**src/rtl/lsu_lane_pkg.sv**
```systemverilog
// Shared definitions for the load/store lane unit.
// Assumes a 64-bit doubleword, that is eight byte lanes.
package lsu_lane_pkg;
    localparam int LANES = 8;
    localparam int OFS_W = $clog2(LANES);

    typedef enum logic [2:0] {
        SZ_BYTE  = 3'd0,
        SZ_HALF  = 3'd1,
        SZ_TRI   = 3'd2,
        SZ_WORD  = 3'd3,
        SZ_DWORD = 3'd7
    } acc_size_e;
endpackage

```
**src/rtl/lsu_ea_adder.sv**
```systemverilog
// Effective address adder: base + sign-extended displacement.
// Assumes ADDR_W > DISP_W. The sum wraps modulo 2^ADDR_W.
module lsu_ea_adder #(
    parameter int ADDR_W = 64,
    parameter int DISP_W = 16
) (
    input  logic [ADDR_W-1:0] base,
    input  logic [DISP_W-1:0] disp,
    output logic [ADDR_W-1:0] ea
);
    localparam int EXT_W = ADDR_W - DISP_W;

    logic [ADDR_W-1:0] disp_ext;

    // Sign-extend the displacement and add it to the base.
    always_comb begin
        disp_ext = {{EXT_W{disp[DISP_W-1]}}, disp};
        ea       = base + disp_ext;
    end
endmodule

```
**src/rtl/lsu_lane_decoder.sv**
```systemverilog
// Decodes size code and byte offset into a little-endian lane mask and a
// legality flag. Assumes eight lanes. A tri-byte is legal at offset 0 and
// at the last offset where it still fits (LANES-3).
module lsu_lane_decoder
    import lsu_lane_pkg::*;
(
    input  logic [OFS_W-1:0] ofs,
    input  logic [2:0]       size,
    output logic [LANES-1:0] le_mask,
    output logic             legal
);
    localparam logic [OFS_W-1:0] TRI_HI = OFS_W'(LANES - 3);

    logic [LANES-1:0] field;

    // Pick the field shape and alignment rule for the size code.
    always_comb begin
        field = '0;
        legal = 1'b0;
        case (acc_size_e'(size))
            SZ_BYTE: begin
                field = LANES'(1);
                legal = 1'b1;
            end
            SZ_HALF: begin
                field = LANES'(3);
                legal = (ofs[0] == 1'b0);
            end
            SZ_TRI: begin
                field = LANES'(7);
                legal = (ofs == '0) || (ofs == TRI_HI);
            end
            SZ_WORD: begin
                field = LANES'(15);
                legal = (ofs[1:0] == 2'b00);
            end
            SZ_DWORD: begin
                field = '1;
                legal = (ofs == '0);
            end
            default: begin
                field = '0;
                legal = 1'b0;
            end
        endcase
        le_mask = legal ? (field << ofs) : '0;
    end


    always_comb begin
        dword_only_base_chk: assert (!(legal && size == 3'd7) || ofs == '0);
    end


    always_comb begin
        legal_nonzero_chk: assert (!legal || le_mask != '0);
    end
endmodule

```
**src/rtl/lsu_lane_mirror.sv**
```systemverilog
// Maps a little-endian lane mask to the configured byte order.
// In big-endian mode lane i moves to lane LANES-1-i.
module lsu_lane_mirror
    import lsu_lane_pkg::*;
(
    input  logic             big_endian,
    input  logic [LANES-1:0] le_mask,
    output logic [LANES-1:0] lanes
);
    // One mux per lane selects the straight or the mirrored source bit.
    for (genvar i = 0; i < LANES; i++) begin : g_lane
        assign lanes[i] = big_endian ? le_mask[LANES-1-i] : le_mask[i];
    end
endmodule

```
**src/rtl/lsu_lane_unit.sv**
```systemverilog
// Load/store address and byte-lane unit (top).
// Computes the effective address, decodes the byte lanes inside the
// addressed doubleword, flags illegal size/offset pairs, and registers
// all results one cycle after a valid request. Results hold while no
// request is presented.
// Assumes a synchronous active-low reset.
module lsu_lane_unit
    import lsu_lane_pkg::*;
#(
    parameter int ADDR_W = 64,
    parameter int DISP_W = 16
) (
    input  logic              clk,
    input  logic              rst_n,
    input  logic              req_valid,
    input  logic [ADDR_W-1:0] req_base,
    input  logic [DISP_W-1:0] req_disp,
    input  logic [2:0]        req_size,
    input  logic              cfg_big_endian,
    output logic              rsp_valid,
    output logic [ADDR_W-1:0] rsp_addr,
    output logic [LANES-1:0]  rsp_lanes,
    output logic              rsp_addr_err
);
    logic [ADDR_W-1:0] ea;
    logic [LANES-1:0]  le_mask;
    logic [LANES-1:0]  lanes;
    logic              legal;
    logic              run_q;

    lsu_ea_adder #(.ADDR_W(ADDR_W), .DISP_W(DISP_W)) u_adder (
        .base (req_base),
        .disp (req_disp),
        .ea   (ea)
    );

    lsu_lane_decoder u_dec (
        .ofs     (ea[OFS_W-1:0]),
        .size    (req_size),
        .le_mask (le_mask),
        .legal   (legal)
    );

    lsu_lane_mirror u_mirror (
        .big_endian (cfg_big_endian),
        .le_mask    (le_mask),
        .lanes      (lanes)
    );

    // Register results on a valid request and hold them otherwise.
    always_ff @(posedge clk) begin
        if (!rst_n) begin
            rsp_valid    <= 1'b0;
            rsp_addr     <= '0;
            rsp_lanes    <= '0;
            rsp_addr_err <= 1'b0;
        end else begin
            rsp_valid <= req_valid;
            if (req_valid) begin
                rsp_addr     <= ea;
                rsp_lanes    <= lanes;
                rsp_addr_err <= !legal;
            end
        end
    end

    // Mark that at least one clock has passed since reset was released.
    always_ff @(posedge clk) begin
        if (!rst_n) run_q <= 1'b0;
        else        run_q <= 1'b1;
    end


    err_zero_mask_chk: assert property (@(posedge clk) disable iff (!rst_n)
        rsp_addr_err |-> rsp_lanes == '0);


    valid_delay_chk: assert property (@(posedge clk) disable iff (!rst_n || !run_q)
        rsp_valid == $past(req_valid));


    idle_hold_chk: assert property (@(posedge clk) disable iff (!rst_n || !run_q)
        !$past(req_valid) |-> ($stable(rsp_addr) && $stable(rsp_lanes) && $stable(rsp_addr_err)));


    ea_capture_chk: assert property (@(posedge clk) disable iff (!rst_n || !run_q)
        $past(req_valid) |-> rsp_addr == $past(ea));
endmodule

```
**config.mk**
```make
export PLATFORM = sky130hd
export DESIGN_NAME = lsu_lane_unit
export DESIGN_NICKNAME = d
export VERILOG_FILES = /design/src/rtl/lsu_lane_pkg.sv /design/src/rtl/lsu_ea_adder.sv /design/src/rtl/lsu_lane_decoder.sv /design/src/rtl/lsu_lane_mirror.sv /design/src/rtl/lsu_lane_unit.sv
export SDC_FILE = /design/constraint.sdc
export NUM_CORES = 1
export LEC_CHECK = 0
export BUFFER_PORTS_ARGS = -buffer_cell sky130_fd_sc_hd__buf_2
export CAP_MARGIN = 0
export CORE_UTILIZATION = 40
export DETAILED_ROUTE_END_ITERATION = 7
export PLACE_DENSITY = 0.68
export SYNTH_ARGS = -nofsm -noshare
export SYNTH_HDL_FRONTEND = slang
export SYNTH_HIERARCHICAL = 1
export SYNTH_SLANG_ARGS = --single-unit
```
**constraint.sdc**
```tcl
create_clock -name clk -period 2.7 [get_ports clk]
set_input_delay 0.135 -clock clk [delete_from_list [all_inputs] [get_ports clk]]
set_output_delay 0.135 -clock clk [all_outputs]
set_load 0.005 [all_outputs]
```
==> results of run 1 <==
power by group through the flow:
stage / combinational (mW) / sequential, mW / clock [mW]
finish: 1.94 / 1.27 / 1.18
global route: 2.14 / 1.29 / 1.26
CTS: 1.88 / 1.27 / 1.22
detailed placement: 1.86 / 1.30 / 0
global placement: 1.84 / 1.29 / 0
floorplan: 1.08 / 1.30 / 0
worst max-delay path: stages:
cell and delay, ns:
buf_2 0.10, ha_2 0.19, fa_2 0.36, a21o_1 0.20, a221oi_4 0.28, and3_4 0.25
nor2_2 0.05, a31o_4 0.25, a21oi_4 0.17, o221a_4 0.25, o211ai_2 0.11, a31oi_2 0.21
xnor2_1 0.15, mux2i_1 0.09, nor2b_1 0.10
what timing repair did:
item / CTS / global route
hold buffers: 0 / 0
pin swaps: 0 / 7
setup endpoints to repair: 2 / 24
setup buffers: 0 / 4
gates resized for setup: 3 / 42
gates cloned: 0 / 0
worst max path at each step:
| stage | slack (ns) | end | from | cells past startpoint |
|---|---|---|---|---|
| after floorplan | 0.001 | rsp_addr[58] | req_base[0] | 14 |
| after global placement | -0.43 | rsp_addr[60] | req_disp[15] | 15 |
| after detailed placement | -0.46 | rsp_addr[60] | req_disp[15] | 15 |
| after CTS | 0.001 | rsp_addr[60] | req_disp[15] | 15 |
| after global routing | -0.04 | rsp_addr[57] | req_disp[15] | 15 |
| final | 0.08 | rsp_addr[58] | req_base[0] | 15 |
routing by layer:
layer  wire length (um)  global-route usage, %  vias to the layer above
met2               9360                   37.7                      156
met5                  0                      0                        -
li1                   -                      -                     3618
met3                697                   3.01                       18
met4                302                   7.64                        0
met1               9320                   29.9                     3319
state kept, by name (all words and copies together), names as in the netlist:
signal / flops
rsp_addr: 64
rsp_addr_err: 1
rsp_lanes: 8
rsp_valid: 1
Yosys cell counts (3+ instances only):
cell type  count  area (sq um)
a221oi_1       3          26.3
a221oi_2       3          45.0
a2111oi_0      3          26.3
a211oi_1       4          30.0
o21ai_0       41           205
buf_4          5          37.5
o31ai_1        3          22.5
xnor2_1       38           333
o21bai_1      18           135
a21o_1        24           180
nor2b_1       83           519
nor4_1         3          18.8
nand2b_1       3          18.8
buf_12         5           100
xor2_1        27           236
and3_1         8          50.1
a31oi_1        7          43.8
clkbuf_1      22          82.6
nor3b_1        3          22.5
dfxtp_1       74          1480
o21a_1         7          52.6
mux2_4         8           120
nor3_1        10          50.1
nand4_1       18           113
nand2_1       55           206
nand3_1       15          75.1
mux2i_1       72           721
nor2_1        33           124
a21oi_1       79           395
inv_1         17          63.8
buf_2         12          60.1
and2_1         8          50.1
ha_1          63           788
o211ai_1       4          30.0
metrics by stage:
| step | hold WS [ns] | setup WS [ns] | TNS, ns | instance area (sq um) |
|---|---|---|---|---|
| after global routing | 0.279 | -0.0450 | -0.105 | 9640 |
| after floorplan | 0.419 | 0.00149 | 0 | 6890 |
| after CTS | 0.254 | 0.00118 | 0 | 9440 |
| after detailed placement | 0.476 | -0.463 | -6.97 | 9130 |
| final | 0.264 | 0.0812 | 0 | 9640 |
| after global placement | 0.468 | -0.430 | -6.20 | 9130 |
area by class of cell:
class                           count  area [sq um]  share of cell area [%]
Clock inverter                      5          38.8                   0.402
Sequential cell                    74          1480                    15.4
Tap cell                          220           275                    2.85
Multi-Input combinational cell    681          5220                    54.1
Clock buffer                       11           243                    2.52
Inverter                           18          67.6                   0.701
Timing Repair Buffer              359          2320                    24.0
cell families (layout without fill, tap and decap cells):
family / Yosys count / after routing
muxes: 80 / 80
and+or+nand+nor: 250 / 250
xor gates and xnor gates: 65 / 65
AOI/OAI and AO/OA: 222 / 222
buffers and inverters: 65 / 393
DFF: 74 / 74
adders and majority gates: 64 / 64
==> flow_metrics.py, run 1 <==
metrics = {
    "cells_and_area": {
        "layout.cells.most_common": "buf_4",
        "final_layout_size_suffix_gt1_share_pct": 37.6,
        "most-common-layout-cells": "buf_4 (198), buf_2 (158), nor2b_1 (82)",
        "filler_cell_count": 1533,
        "finalNonFillerCells": 1368,
        "finish.net_count": 1294,
        "finalCoreUtilization_pct": 57.7,
        "antenna-diode-count": 0,
        "synthToLayoutAreaGrowth_pct": 40.2,
    },
    "floorplanning": {
        "floorplan.rows": 47,
        "die-area_sq_um": 17700,
        "io_pins": 161,
        "die_h_um": 133,
        "core_area_sq_um": 16700,
        "start_util_pct": 41.2,
        "fp.dieW_um": 133,
    },
    "flow_run": {
        "cap_viol_max_count": 0,
    },
    "setup_path": {
        "r2r_startpoint": "rsp_addr[42]",
        "cp_data_arrival_time_ns": 2.91,
        "cp_max_fo": 3,
        "timing.rr.end": "rsp_addr[42]",
        "reg2reg_depth": 2,
        "worst_ep_required_time_ns": 2.99,
        "worst-r2r-setup-slack_ns": 2.05,
        "critPathLaunchType": "input pin",
        "worst_setup_path_end_kind": "register",
        "critPathKind": "in -> reg",
    },
    "sta": {
        "worst_slew_pin_slew_ns": 0.627,
        "fin_skew_ns": 0,
        "maxClockFrequency_ghz": 0.382,
        "grt_setup_unrepaired": "yes",
        "slew_headroom_pct": 57.1,
        "timing.final.max_slew_violations": 0,
        "part_of_the_cycle_the_worst_path_needs_pct": 97.0,
        "setup_violations": 0,
        "timing.final.crit_period_ns": 2.62,
        "finalHoldViolations": 0,
    },
    "status": {
        "status": "completed",
    },
    "pwr": {
        "switch_pwr_mw": 1.52,
        "power.share.combinational_pct": 44.2,
        "vdd.ir_drop.worst_mv": 0.320,
        "share_clk_of_total_power_pct": 26.8,
        "power_per_cell_area_nw_per_um2": 455,
        "pwr-share-seq_pct": 29.0,
        "power.share.switching_pct": 34.6,
        "total_power_mw": 4.39,
        "power.internal_mw": 2.87,
        "total_leakage_power_nw": 4.69,
    },
    "placement": {
        "portBuffers": 160,
        "place.detailed.hpwl_mm": 15.6,
        "gp_routability_congestion": 0.903,
        "place.detailed.instances": 1348,
    },
    "synthesis": {
        "postSynthNetCount": 971,
        "synth_edf_count": 0,
        "synth-async-reset-ratio_pct": 0,
        "synth_cells": 820,
        "syn-cell-area_sq_um": 6880,
        "yosys.area_share.xor_xnor_pct": 8.28,
        "dominantRegCellSynth": "dfxtp_1",
        "synth_seq_cells": 74,
        "synth_simple_gate_area_share_pct": 19.4,
        "main_combinational_cell_family_by_area_after_synthesis": "compound AO/OA/AOI/OAI gates",
        "post_synth_mux_area_share_pct": 12.2,
        "synth_area_in_compound_gates_pct": 21.3,
        "sequential_cell_area_fraction_in_the_yosys_report_pct": 21.5,
        "ys.warnings.count": 6,
        "synthesized_area_divided_by_synthesized_cell_count_sq_um": 8.39,
        "yosysUniqueCellTypes": 69,
        "synth_fa_ha_area_share_pct": 11.8,
    },
    "hold_path": {
        "worst_hold_startpoint": "req_valid",
        "whs_path_depth": 3,
        "capture_endpoint_of_the_worst_hold_path": "rsp_addr[5]",
        "hp-class": "in -> reg",
    },
    "global_route": {
        "grt_start_max_net_pins": 43,
        "grt_first_pass_wirelength_mm": 32.6,
        "antenna_found_initial": 0,
        "globalRoute.totalOverflow": 0,
        "number_of_global_route_vias_before_repair": 6928,
        "track_usage_pct": 22.6,
    },
    "clock_tree": {
        "cts_num_sinks": 74,
        "cts_buffers": 9,
        "clk_path_buf_depth": 2,
        "clock_tree_from_tritoncts": "built",
        "htree_num_levels": 3,
        "worstSkewPairLatency_ns": 0.35,
        "clk_pin_slew_ns": 0.06,
        "clk_root_buffer_cell": "clkbuf_16",
    },
    "routing": {
        "antenna_left": 0,
        "route.vias.total": 7111,
        "drt_pass1_iterations": 5,
        "route.final.wire_length_mm": 19.7,
        "drc": 0,
        "drt_iter0_drc": 347,
        "wire_per_inst_um": 14.4,
        "post_drt_via_cell_ratio": 5.20,
    },
}
Note: power is estimated with default switching activity, not from simulation.
==> run 2: changes to the inputs <==
--- a/config.mk
+++ b/config.mk
@@ -10,6 +10,7 @@
 export CORE_UTILIZATION = 40
 export DETAILED_ROUTE_END_ITERATION = 7
 export PLACE_DENSITY = 0.68
+export RECOVER_POWER = 100
 export SYNTH_ARGS = -nofsm -noshare
 export SYNTH_HDL_FRONTEND = slang
 export SYNTH_HIERARCHICAL = 1
==> run 2 against run 1 <==
Net effect: clock power barely moved; highest routed layer unchanged; cell count unchanged; clock skew did not move; power decreased by 0.46%; count of clock-buffer cells in the layout did not move; flip-flop and latch count did not move; die area did not move; non-clock buffer count stayed put; utilization fell by 0.36 points; sequential share of layout area is 0.096 points higher; via count about the same; largest cell class unchanged.
==> flow_metrics.py, run 2 (synthesized netlist as in run 1, its figures left out) <==
metrics = {
    "cells_and_area": {
        "layout.cell_area.non_filler_sq_um": 9580,
        "area_used_by_multi_input_combinational_logic_sq_um": 5210,
        "largest-register": "rsp_addr",
        "most-common-layout-cells": "buf_4 (192), buf_2 (130), nor2b_1 (82)",
        "area.sequential_sq_um": 1480,
        "final_layout_size_suffix_gt1_share_pct": 34.6,
        "synthToLayoutAreaGrowth_pct": 39.3,
        "reg_top3": "rsp_addr: 64 flops, rsp_lanes: 8 flops",
        "antenna-diode-count": 0,
        "filler_cell_count": 1558,
        "finish.net_count": 1294,
        "finalCoreUtilization_pct": 57.4,
        "largest_register_ff_count": 64,
        "layout.cells.most_common": "buf_4",
    },
    "floorplanning": {
        "core_area_sq_um": 16700,
        "die-area_sq_um": 17700,
        "io_pins": 161,
        "floorplan.rows": 47,
        "fp.dieW_um": 133,
        "die_h_um": 133,
        "start_util_pct": 41.2,
    },
    "sta": {
        "finalHoldViolations": 0,
        "part_of_the_cycle_the_worst_path_needs_pct": 97.3,
        "maxClockFrequency_ghz": 0.381,
        "timing.final.crit_period_ns": 2.63,
        "grt_setup_unrepaired": "yes",
        "worst_slew_pin_slew_ns": 0.629,
        "timing.final.max_slew_violations": 0,
        "hold_slack_ns": 0.264,
        "setup_violations": 0,
        "layout_setup_ws_ns": 0.0731,
        "slew_headroom_pct": 57.0,
        "fin_skew_ns": 0,
    },
    "setup_path": {
        "critPathLaunchType": "input pin",
        "critPathKind": "in -> reg",
        "worst_ep_required_time_ns": 2.99,
        "cp_data_arrival_time_ns": 2.92,
        "cp_max_fo": 3,
        "worst_setup_path_end_kind": "register",
    },
    "clock_tree": {
        "clk_path_buf_depth": 2,
        "cts_buffers": 9,
        "ctsHoldBuffers": 0,
        "htree_num_levels": 3,
        "cts_num_sinks": 74,
        "clk_root_buffer_cell": "clkbuf_16",
        "clock_tree_from_tritoncts": "built",
        "worstSkewPairLatency_ns": 0.35,
        "clk_pin_slew_ns": 0.06,
    },
    "pwr": {
        "vdd.ir_drop.worst_mv": 0.320,
        "switch_pwr_mw": 1.52,
        "power_per_cell_area_nw_per_um2": 456,
        "power.share.switching_pct": 34.8,
        "share_clk_of_total_power_pct": 27.0,
        "power.share.combinational_pct": 43.9,
        "total_power_mw": 4.37,
        "pwr-share-seq_pct": 29.2,
        "power.internal_mw": 2.85,
        "total_leakage_power_nw": 4.56,
    },
    "routing": {
        "post_drt_via_cell_ratio": 5.20,
        "drt_iter0_drc": 305,
        "drt_pass1_iterations": 5,
        "route.vias.total": 7115,
        "wire_per_inst_um": 14.4,
        "antenna_left": 0,
        "route.final.wire_length_mm": 19.7,
        "drc": 0,
    },
    "flow_run": {
        "cap_viol_max_count": 0,
    },
    "global_route": {
        "number_of_global_route_vias_before_repair": 6928,
        "antenna_found_initial": 0,
        "globalRoute.totalOverflow": 0,
        "track_usage_pct": 22.6,
        "grt_start_max_net_pins": 43,
        "grt_first_pass_wirelength_mm": 32.6,
    },
    "placement": {
        "pre_cts_ws_ns": -0.463,
        "portBuffers": 160,
        "place_area_sq_um": 9130,
        "place.detailed.hpwl_mm": 15.6,
        "gp_routability_congestion": 0.903,
    },
    "hold_path": {
        "hp-class": "in -> reg",
    },
    "status": {
        "status": "completed",
    },
}
run 2: changes by cell type in the layout (fill, tap and decap cells not counted):
cell      change
mux2_4        -3
mux2_1        +3
clkbuf_1     +29
nor2_2        -1
buf_2        -28
buf_4         -6
nor2_1        +1
clkbuf_4      +3
buf_1         +2
run 2: path summary, 6_finish.rpt:
| check | start | to | slack [ns] | cells past startpoint |
|---|---|---|---|---|
| min | req_valid | rsp_addr[5] | 0.26 | 3 |
| max reg2reg | rsp_addr[42] | rsp_addr[42] | 2.04 | 2 |
| min reg2reg | rsp_addr_err | rsp_addr_err | 0.50 | 1 |
| max | req_base[0] | rsp_addr[58] | 0.07 | 15 |
run 2: routing by layer:
layer / up-vias / GRT usage [%] / routed length (um)
li1: 3617 / - / -
met1: 3319 / 29.9 / 9260
met2: 161 / 37.7 / 9380
met3: 18 / 3.01 / 729
met4: 0 / 7.64 / 305
met5: - / 0 / 0
run 2: worst max-delay path, cell delays in order:
cell,delay [ns]
buf_2,0.10
ha_2,0.19
fa_2,0.35
a21o_1,0.20
a221oi_4,0.29
and3_4,0.26
nor2_2,0.05
a31o_4,0.25
a21oi_4,0.17
o221a_4,0.25
o211ai_2,0.11
a31oi_2,0.21
xnor2_1,0.15
mux2i_1,0.10
nor2b_1,0.10
run 2: layout make-up:
| type | instances | area share, % |
|---|---|---|
| timing repair buffer | 359 | 23.7 |
| clock buffer | 11 | 2.53 |
| inverter | 18 | 0.705 |
| tap | 220 | 2.87 |
| clock inverter | 5 | 0.405 |
| sequential | 74 | 15.5 |
| multi-input combinational | 681 | 54.3 |
run 2: power by group through the flow:
stage	Combinational, mW	Sequential [mW]	Clock (mW)
after global routing	2.12	1.29	1.26
after floorplan	1.08	1.30	0
final	1.92	1.27	1.18
after detailed placement	1.86	1.30	0
after global placement	1.84	1.29	0
after CTS	1.88	1.27	1.22
run 2: what timing repair did:
item	4_1_cts	5_1_grt
cloned	0	0
pin swaps	0	7
buffers inserted	0	4
setup endpoints to repair	2	24
gates resized for setup	3	42
run 2: stage by stage:
step,instances,setup TNS (ns)
after floorplan,820,0
after detailed placement,1348,-6.97
after global placement,1348,-6.20
after CTS,1364,0
after global routing,1368,-0.138
final,1368,0
==> run 3: changes to the inputs <==
--- a/config.mk
+++ b/config.mk
@@ -7,8 +7,11 @@
 export LEC_CHECK = 0
 export BUFFER_PORTS_ARGS = -buffer_cell sky130_fd_sc_hd__buf_2
 export CAP_MARGIN = 0
+export CORE_ASPECT_RATIO = 1.5
+export CORE_MARGIN = 2
 export CORE_UTILIZATION = 40
 export DETAILED_ROUTE_END_ITERATION = 7
+export GPL_ROUTABILITY_DRIVEN = 0
 export PLACE_DENSITY = 0.68
 export RECOVER_POWER = 100
 export SYNTH_ARGS = -nofsm -noshare
==> run 3 against run 2 <==
Net effect: design area up 0.18%; largest cell class unchanged; wire length is 5.5% higher; cell count is 1.0% lower; largest power group unchanged; critical path depth stayed put; critical path type unchanged; die area is 3.1% higher; fmax decreased by 0.52%; highest routed layer unchanged; hold slack got worse by 0.018 ns; non-clock buffer count decreased by 4; via count is 0.59% higher; flip-flop and latch count unchanged.
==> flow_metrics.py, run 3 (synthesized netlist as in run 1, its figures left out) <==
metrics = {
    "floorplanning": {
        "fp.dieW_um": 111,
        "die_h_um": 165,
        "start_util_pct": 40.9,
        "core_area_sq_um": 16800,
        "io_pins": 161,
        "die-area_sq_um": 18300,
        "floorplan.rows": 58,
    },
    "pwr": {
        "switch_pwr_mw": 1.55,
        "share_clk_of_total_power_pct": 28.0,
        "power.share.combinational_pct": 43.4,
        "power.internal_mw": 2.92,
        "power_per_cell_area_nw_per_um2": 466,
        "total_power_mw": 4.47,
        "total_leakage_power_nw": 4.52,
        "power.share.switching_pct": 34.7,
        "pwr-share-seq_pct": 28.6,
        "vdd.ir_drop.worst_mv": 0.365,
    },
    "setup_path": {
        "critPathLaunchType": "input pin",
        "worst_path_cell_chain": "buf_2 -> buf_12 -> buf_4 -> ha_1 -> a21o_1 -> a221o_1 -> a211oi_1 -> o41ai_1 -> buf_4 -> o21ai_1 -> and2_4 -> o21ai_0 -> xor2_1 -> mux2i_1 -> nor2b_1",
        "critical_path.slowest_cell": "a221o_1",
        "worst_setup_path_end_kind": "register",
        "cp_max_fo": 21,
        "critPathMostFrequentCell": "buf_4",
        "cp_data_arrival_time_ns": 2.88,
        "worst-r2r-setup-slack_ns": 2.06,
        "worst_ep_required_time_ns": 2.94,
        "critPathKind": "in -> reg",
        "critical_path_buf_inv_count": 4,
        "crit_path_max_incr_delay_ns": 0.33,
        "cell_family_with_most_cp_delay": "compound AO/OA/AOI/OAI gates",
    },
    "clock_tree": {
        "clk_path_buf_depth": 2,
        "cts_num_sinks": 74,
        "ctsHoldBuffers": 0,
        "clock_tree_from_tritoncts": "built",
        "worstSkewPairLatency_ns": 0.34,
        "clk_root_buffer_cell": "clkbuf_16",
        "cts_buffers": 9,
        "clk_pin_slew_ns": 0.07,
        "htree_num_levels": 3,
    },
    "sta": {
        "timing.final.max_slew_violations": 0,
        "final.setup.tns_ns": 0,
        "worst_slew_pin_slew_ns": 0.630,
        "maxClockFrequency_ghz": 0.379,
        "part_of_the_cycle_the_worst_path_needs_pct": 97.8,
        "fin_skew_ns": 0,
        "finalHoldViolations": 0,
        "slew_headroom_pct": 58.0,
        "grt_setup_unrepaired": "yes",
        "timing.final.crit_period_ns": 2.64,
        "setup_violations": 0,
    },
    "routing": {
        "route.final.wire_length_mm": 20.7,
        "drt_iter0_drc": 267,
        "drt_pass1_iterations": 5,
        "wire_per_inst_um": 15.3,
        "antenna_left": 0,
        "route.vias.total": 7157,
        "drc": 0,
        "post_drt_via_cell_ratio": 5.29,
    },
    "cells_and_area": {
        "finalCoreUtilization_pct": 57.0,
        "filler_cell_count": 1578,
        "area_used_by_multi_input_combinational_logic_sq_um": 5250,
        "largest-register": "rsp_addr",
        "largest_register_ff_count": 64,
        "final_layout_size_suffix_gt1_share_pct": 33.9,
        "most-common-layout-cells": "buf_4 (189), buf_2 (119), nor2b_1 (82)",
        "finalNonFillerCells": 1354,
        "finish.net_count": 1290,
        "reg_top3": "rsp_addr: 64 flops, rsp_lanes: 8 flops",
        "antenna-diode-count": 0,
        "synthToLayoutAreaGrowth_pct": 39.6,
        "area.sequential_sq_um": 1480,
        "layout.cell_area.non_filler_sq_um": 9600,
        "layout.cells.most_common": "buf_4",
    },
    "placement": {
        "portBuffers": 160,
        "place.detailed.instances": 1336,
        "place.detailed.hpwl_mm": 16.4,
        "place_area_sq_um": 9120,
    },
    "global_route": {
        "grt_start_max_net_pins": 75,
        "track_usage_pct": 21.9,
        "globalRoute.totalOverflow": 0,
        "grt_first_pass_wirelength_mm": 32.7,
        "number_of_global_route_vias_before_repair": 7030,
        "antenna_found_initial": 0,
    },
    "status": {
        "status": "completed",
    },
    "flow_run": {
        "cap_viol_max_count": 0,
    },
    "hold_path": {
        "hp-class": "in -> reg",
    },
}
run 3: per-layer routing:
metal | wire length, um | part of all wire [%] | global-route usage [%]
met1 | 8210 | 40 | 23.3
met2 | 11300 | 54 | 43.3
met3 | 667 | 3.2 | 3.05
met4 | 614 | 3.0 | 8.81
met5 | 0 | 0 | 0
run 3: worst reg2reg max path: stages (launching register included):
cell and delay (ns):
dfxtp_1 0.34, mux2i_1 0.14, nor2b_1 0.06
run 3: cell type report:
| type | count | area share [%] |
|---|---|---|
| flip-flops and latches | 74 | 15.4 |
| clock inverters | 7 | 0.808 |
| well taps | 210 | 2.74 |
| multi-input cells | 681 | 54.7 |
| inverters | 18 | 0.704 |
| clock buffers | 9 | 2.35 |
| repair buffers | 355 | 23.3 |
run 3: path summary, 6_finish.rpt:
check               start            to  cells after the start
min             req_valid   rsp_addr[7]                      3
max          req_disp[15]  rsp_addr[59]                     15
max reg2reg  rsp_addr[11]  rsp_addr[11]                      2
min reg2reg  rsp_addr_err  rsp_addr_err                      1
run 3: what timing repair did:
action | 4_1_cts | 5_1_grt
setup buffers | 0 | 2
resized for setup | 3 | 45
cloned | 0 | 0
hold endpoints to repair | 0 | 0
pin swaps | 0 | 15
setup endpoints to repair | 7 | 22
run 3: power by group through the flow:
stage               combinational (mW)  clock, mW  sequential (mW)
floorplan                         1.08          0             1.30
global placement                  1.85          0             1.30
CTS                               1.89       1.28             1.28
global route                      2.12       1.33             1.29
finish                            1.94       1.25             1.28
detailed placement                1.88          0             1.30
run 3: per-stage QoR:
stage	setup slack [ns]	hold slack [ns]
finish	0.0595	0.246
floorplan	0.00149	0.419
detailed placement	-0.402	0.479
CTS	-0.0196	0.233
global route	-0.0758	0.258
global placement	-0.360	0.475
